===== src/rtl/gain_sync_timer.sv =====
module gain_sync_timer #(
  parameter int CNT_W = 16
) (
  input  logic             clk,
  input  logic             rst_n,
  input  logic             pin_sync_i,
  input  logic             sw_sync_i,
  input  logic [CNT_W-1:0] holdoff_i,
  input  logic             sync_now_i,
  input  logic             init_on_sync_i,
  input  logic             first_only_i,
  input  logic             first_only_wr_i,
  output logic             update_o,
  output logic             init_o
);
  localparam logic [CNT_W-1:0] ONE = CNT_W'(1);
  localparam logic [CNT_W-1:0] TWO = CNT_W'(2);

  logic [CNT_W-1:0] cnt_q;
  logic             spent_q;
  logic             evt_raw, evt_ok, hold_zero, fire;

  assign evt_raw   = pin_sync_i | sw_sync_i;
  assign evt_ok    = evt_raw & ~(first_only_i & spent_q);
  assign hold_zero = (holdoff_i == '0);
  assign fire      = sync_now_i
                   | (evt_ok & (holdoff_i == ONE))
                   | (~evt_ok & (cnt_q == TWO));

  // counter holds 0 when idle; a stored 1 never occurs, the 2->1 step fires
  always_ff @(posedge clk or negedge rst_n) begin
    if (!rst_n)              cnt_q <= '0;
    else if (evt_ok)         cnt_q <= (holdoff_i > ONE) ? holdoff_i : '0;
    else if (cnt_q == TWO)   cnt_q <= '0;
    else if (cnt_q != '0)    cnt_q <= cnt_q - ONE;
  end

  always_ff @(posedge clk or negedge rst_n) begin
    if (!rst_n)               spent_q <= 1'b0;
    else if (first_only_wr_i) spent_q <= 1'b0;
    else if (evt_ok && first_only_i && !hold_zero) spent_q <= 1'b1;
  end

  always_ff @(posedge clk or negedge rst_n) begin
    if (!rst_n) begin
      update_o <= 1'b0;
      init_o   <= 1'b0;
    end else begin
      update_o <= fire;
      init_o   <= fire & init_on_sync_i;
    end
  end

  a_r3_immediate: assert property (@(posedge clk) disable iff (!rst_n)
    (evt_ok && holdoff_i == ONE) |=> update_o);

  a_r4_zero_silent: assert property (@(posedge clk) disable iff (!rst_n)
    (evt_ok && hold_zero && !sync_now_i) |=> (!update_o && cnt_q == '0));

  a_r6_init_with_update: assert property (@(posedge clk) disable iff (!rst_n)
    init_o |-> update_o);

  a_r6_init_gated: assert property (@(posedge clk) disable iff (!rst_n)
    !init_on_sync_i |=> !init_o);

  a_r7_masked: assert property (@(posedge clk) disable iff (!rst_n)
    (evt_raw && first_only_i && spent_q && !sync_now_i && cnt_q == '0) |=> !update_o);

  a_r9_sync_now: assert property (@(posedge clk) disable iff (!rst_n)
    sync_now_i |=> update_o);

  a_r2_count_down: assert property (@(posedge clk) disable iff (!rst_n)
    (!evt_ok && cnt_q > TWO) |=> (cnt_q == $past(cnt_q) - ONE));
endmodule


===== config.mk =====
export PLATFORM = sky130hd
export DESIGN_NAME = gain_sync_timer
export DESIGN_NICKNAME = d
export VERILOG_FILES = /design/src/rtl/gain_sync_timer.sv
export SDC_FILE = /design/constraint.sdc
export NUM_CORES = 1
export LEC_CHECK = 0
export BUFFER_PORTS_ARGS = -buffer_cell sky130_fd_sc_hd__buf_4
export CORE_MARGIN = 5
export CORE_UTILIZATION = 57
export DETAILED_ROUTE_END_ITERATION = 8
export PLACE_DENSITY = 0.83
export SYNTH_ARGS = -nofsm -noshare
export SYNTH_HDL_FRONTEND = slang
export SYNTH_SLANG_ARGS = --single-unit

===== constraint.sdc =====
create_clock -name clk -period 5.4 [get_ports clk]
set_clock_uncertainty 0.15 [all_clocks]
set_input_delay 0.81 -clock clk [delete_from_list [all_inputs] [get_ports clk]]
set_output_delay 0.81 -clock clk [all_outputs]
set_load 0.01 [all_outputs]

# ---- Word-level counts from Yosys, hierarchy flattened
# Cells that the tools add are included.
# W data, S select, Z words.
dict set report totals {
  elab_cells 31
  ff_bits 19
  input_bits 24
  mem_count 0
  ram_bits 0
  rom_bits 0
  latchBits 0
  output_inout_bits 2
}
dict set report classes {
  n_reduce_logical 7
  eq_ne 2
  muxes 6
  n_bitwise 10
  n_div 0
  n_lt_le_gt_ge 1
  addsub 1
  n_mul 0
  shifts 0
}
# op count
set ops {}
lappend ops {{$mux W16} 4}
lappend ops {{$eq A16 B1 Y1 const B} 1}
lappend ops {{$eq A16 B2 Y1 const B} 1}
lappend ops {{$gt A16 B1 Y1 const B} 1}
lappend ops {{$logic_not A16 Y1} 1}
lappend ops {{$reduce_bool A16 Y1} 1}
lappend ops {{$sub A16 B1 Y16 const B} 1}
lappend ops {{$and A1 B1 Y1} 5}
lappend ops {{$or A1 B1 Y1} 3}
lappend ops {{$reduce_bool A3 Y1} 1}
lappend ops {{$logic_and A1 B1 Y1} 2}
lappend ops {{$mux W1} 2}
lappend ops {{$not A1 Y1} 2}
lappend ops {{$reduce_bool A2 Y1} 1}
lappend ops {{$logic_not A1 Y1} 1}

# ---- Depth between registers and ports, before layout
dict set report depth {
  depth_word 7
  ltp_mapped 7
}

# ---- Least setup slack after synthesis
# OpenSTA, ideal clock, no wires.
dict set report synth_path {
  path_kind {register to register}
  startpoint {register cnt_q[0]}
  endpoint {register cnt_q[10]}
  path_buffers 0
  synth_period_minus_slack_ns 2.019
  t_arrival_ns 1.749
  stages_incl_launch_ff 8
  path_slack_ns 3.381
  cell_sequence {dfrtp_1 > inv_1 > ha_1 > nor3b_1 > nand2_2 > or3_1 > xor2_1 > o21ai_2}
}
dict set report synth_between {
  elab_chain_cells 4
}
# element line
set synth_rtl {}
lappend synth_rtl {{start: declaration} 19} ;# logic [CNT_W-1:0] cnt_q;
lappend synth_rtl {{start signal: assignment} 33} ;# else if (evt_ok) cnt_q <= (holdoff_i > ONE) ? holdoff_i : '0;
lappend synth_rtl {{start signal: assignment} 35} ;# else if (cnt_q != '0) cnt_q <= cnt_q - ONE;
lappend synth_rtl {{$sub A16 B1 Y16} 35}
lappend synth_rtl {{$mux W16} 35}
lappend synth_rtl {{$mux W16} 34} ;# else if (cnt_q == TWO) cnt_q <= '0;
lappend synth_rtl {{$mux W16} 33}
# Parallel ways exist; a longest one is shown, timed or not. The select of a mux whose other input is x is not followed.
# A chain may end at the register's enable or synchronous reset.

# ---- Worst setup path in the final report
dict set report layout_path {
  startpoint {input port first_only_i}
  endpoint {register cnt_q[0]}
}
dict set report layout_between {
  elab_chain_cells 4
}
# element line
set layout_rtl {}
lappend layout_rtl {{start: declaration} 11} ;# input logic first_only_i,
lappend layout_rtl {{$and A1 B1 Y1 *} 24} ;# assign evt_ok = evt_raw & ~(first_only_i & spent_q);
lappend layout_rtl {{$not A1 Y1 *} 24}
lappend layout_rtl {{$and A1 B1 Y1 *} 24}
lappend layout_rtl {{$reduce_bool A3 Y1 (no source line) or $mux W16 (tied branches)} n/a}
# Mark *: on every way between the ends. The rest lies on a longest branch, timed or not.

==> flow_summary.ini <==
[cells_and_area]
final_util_pct = 71.11
antenna_cells = 0
final_area_sq_um = 1395
drive_gt1_share_pct = 34.03
syn2layout_area_growth_pct = 19.51
fin_nets = 171

[setup_path]
crit_path_end_kind = register
arrival_ns = 2.51
worst-path-max-fanout = 13
startpoint_type = input port
crit_required_ns = 5.47
critPathKind = input port to register

[floorplanning]
fp.dieW_um = 55.26
fp.dieH_um = 55.26
coreArea_sq_um = 1962
pin_count = 26
die_area_sq_um = 3053
initial_utilization_pct = 59.50
row_count = 16

[clock_network]
cts_buffer_depth = 2
cts_buffers = 3
path_clk_slew_ns = 0.12
hold_buffers = 0
cts_max_level = 1
cts_tree = yes
clock_sink_count = 19
cts_resized = 0
clk_latency_ns = 0.29
cts_root_buffer = clkbuf_4
cts_setup_buffers = 0

[placed_design]
gp_congestion = 0.8671
dpl.hpwl_um = 2054
dpl_worst_slack_ns = 2.702
io_buffers = 25
placed_area_sq_um = 1368

[power_and_ir_drop]
p_switching_mw = 0.1143
swShare_pct = 33.33
power_density_nw_per_um2 = 245.8
seq_power_share_pct = 53.0
clock_power_share_pct = 21.2
p_int_mw = 0.2286
comb_power_share_pct = 25.8
p_leak_nw = 0.5931
ir_worst_vdd_mv = 0.1862

[yosys]
syn_nets = 144
synthDistinctLibCells = 33
synth_edf_count = 0
yosysMostFrequentCell = dfrtp_1
async_reset_ff_share_pct = 100.0
yosys_warnings = 0
synthMuxAreaShare_pct = 0
ys.flop_type = dfrtp_1
ys_seq_area_share_pct = 40.73
ys_ff_latch = 19
avgSynthCellArea_sq_um = 9.893
synth_xor_xnor_area_share_pct = 9.753
synth_compound_area_share_pct = 17.79
synth_top_family_by_area = simple AND/OR/NAND/NOR gates
netlist_top_cells_area = dfrtp_1, xnor2_1, a22oi_1
synth_top_area_cell = dfrtp_1
synthCells = 118
synthAdderAreaFrac_pct = 2.144
synth_top_area_share_pct = 40.73
synth_commonest_cells = dfrtp_1, nor2_1, nand2_1, a22oi_1, xnor2_1
synth-simple-area-share_pct = 26.80
syn-cell-area_sq_um = 1167

[drt]
dr_total_vias = 1007
antenna_left = 0
wire_per_inst_um = 15.63
drt-vias-per-instance = 5.889
first_pass_iters = 4
initialDrtViolationCount = 55
wirelength_um = 2672
drc = 0

[grt]
grt_pass1_vias = 1042
overflow = 0
grt_util_all_layers_pct = 18.59
antenna_found_initial = 0
grt_pass1_wl_um = 4774
grt_max_degree = 20

[sta]
setup_tns_ns = 0
setup_violations = 0
maxSlewViolCount = 0
worst_slack_ns = 2.965
slew_headroom_pct = 30.59
rsz0062_at_grt = no
period_share_pct = 45.09
hold_slack_ns = 0.2208
tightest_slew_ns = 1.039
fmax_mhz = 410.7
hold_violations = 0
fin_crit_ns = 2.435

[worst_hold_path]
hold_path.class = input port to async pin

[run_status]
outcome = complete, no violations

[job]
maxCapViolCount = 0
## state kept, by name (all words and copies together), names as in the netlist
register and count:
cnt_q 16, init_o 1, spent_q 1, update_o 1
## critical path, stage by stage
cell,delay [ns]
buf_4,0.11
a21oi_2,0.30
a21boi_1,0.89
a22oi_1,0.24
a21oi_2,0.15
## path summary, 6_finish.rpt
check                      slack [ns]         start  depth (start not counted)        end
max                              2.97  first_only_i                          5   cnt_q[0]
min                              0.22         rst_n                          1  cnt_q[12]
max reg2reg                      2.99      cnt_q[0]                          7   cnt_q[9]
min reg2reg                      0.39       spent_q                          2    spent_q
max in group asynchronous        4.68         rst_n                          1   cnt_q[0]
min in group clk                 0.39       spent_q                          2    spent_q
## metal layers
layer / track usage (%) / wire, um / vias up
met3: 4.196 / 188 / 2
li1: - / - / 477
met5: 0 / 0 / -
met2: 30.07 / 1249 / 45
met1: 25.58 / 1216 / 483
met4: 3.472 / 19 / 0
## cell families (layout without fill, tap and decap cells)
family          Yosys count  count (layout)
buf+inv                   6              32
flops                    19              19
xor+xnor                 13              13
simple gates             53              53
compound gates           25              25
fa+ha+maj                 2               2
## power groups by stage
stage          combinational (mW)  clock (mW)  sequential (mW)
2_1_floorplan              0.0596           0            0.179
3_3_place_gp               0.0852           0            0.183
3_5_place_dp               0.0882           0            0.184
4_1_cts                    0.0887      0.0743            0.181
5_1_grt                    0.0978      0.0801            0.185
6_report                   0.0886      0.0727            0.182
## cells in the final DEF (no fill, tap or decap), drive strengths merged, types with 5 or more instances in the layout
| cell | netlist | layout |
|---|---|---|
| buf | 3 | 25 |
| xnor2 | 8 | 8 |
| dfrtp | 19 | 19 |
| xor2 | 5 | 5 |
| nor3 | 5 | 5 |
| nor4 | 8 | 8 |
| nor2 | 14 | 14 |
| o21ai | 8 | 8 |
| nand2 | 14 | 14 |
| a22oi | 9 | 9 |
## per-stage QoR
| step | cells | power, mW |
|---|---|---|
| 3_5_place_dp | 167 | 0.2720 |
| 5_1_grt | 171 | 0.3631 |
| 4_1_cts | 171 | 0.3441 |
| 2_1_floorplan | 118 | 0.2388 |
| 3_3_place_gp | 167 | 0.2680 |
| 6_report | 171 | 0.3429 |
## cell type report
class	count	area [sq um]
well taps	27	33.78
clock inverters	1	5.005
fillers	167	566.8
inverters	3	11.26
multi-input cells	93	659.4
flip-flops and latches	19	475.5
repair buffers	25	187.7
clock buffers	3	22.52
Note: power is estimated with default switching activity, not from simulation.
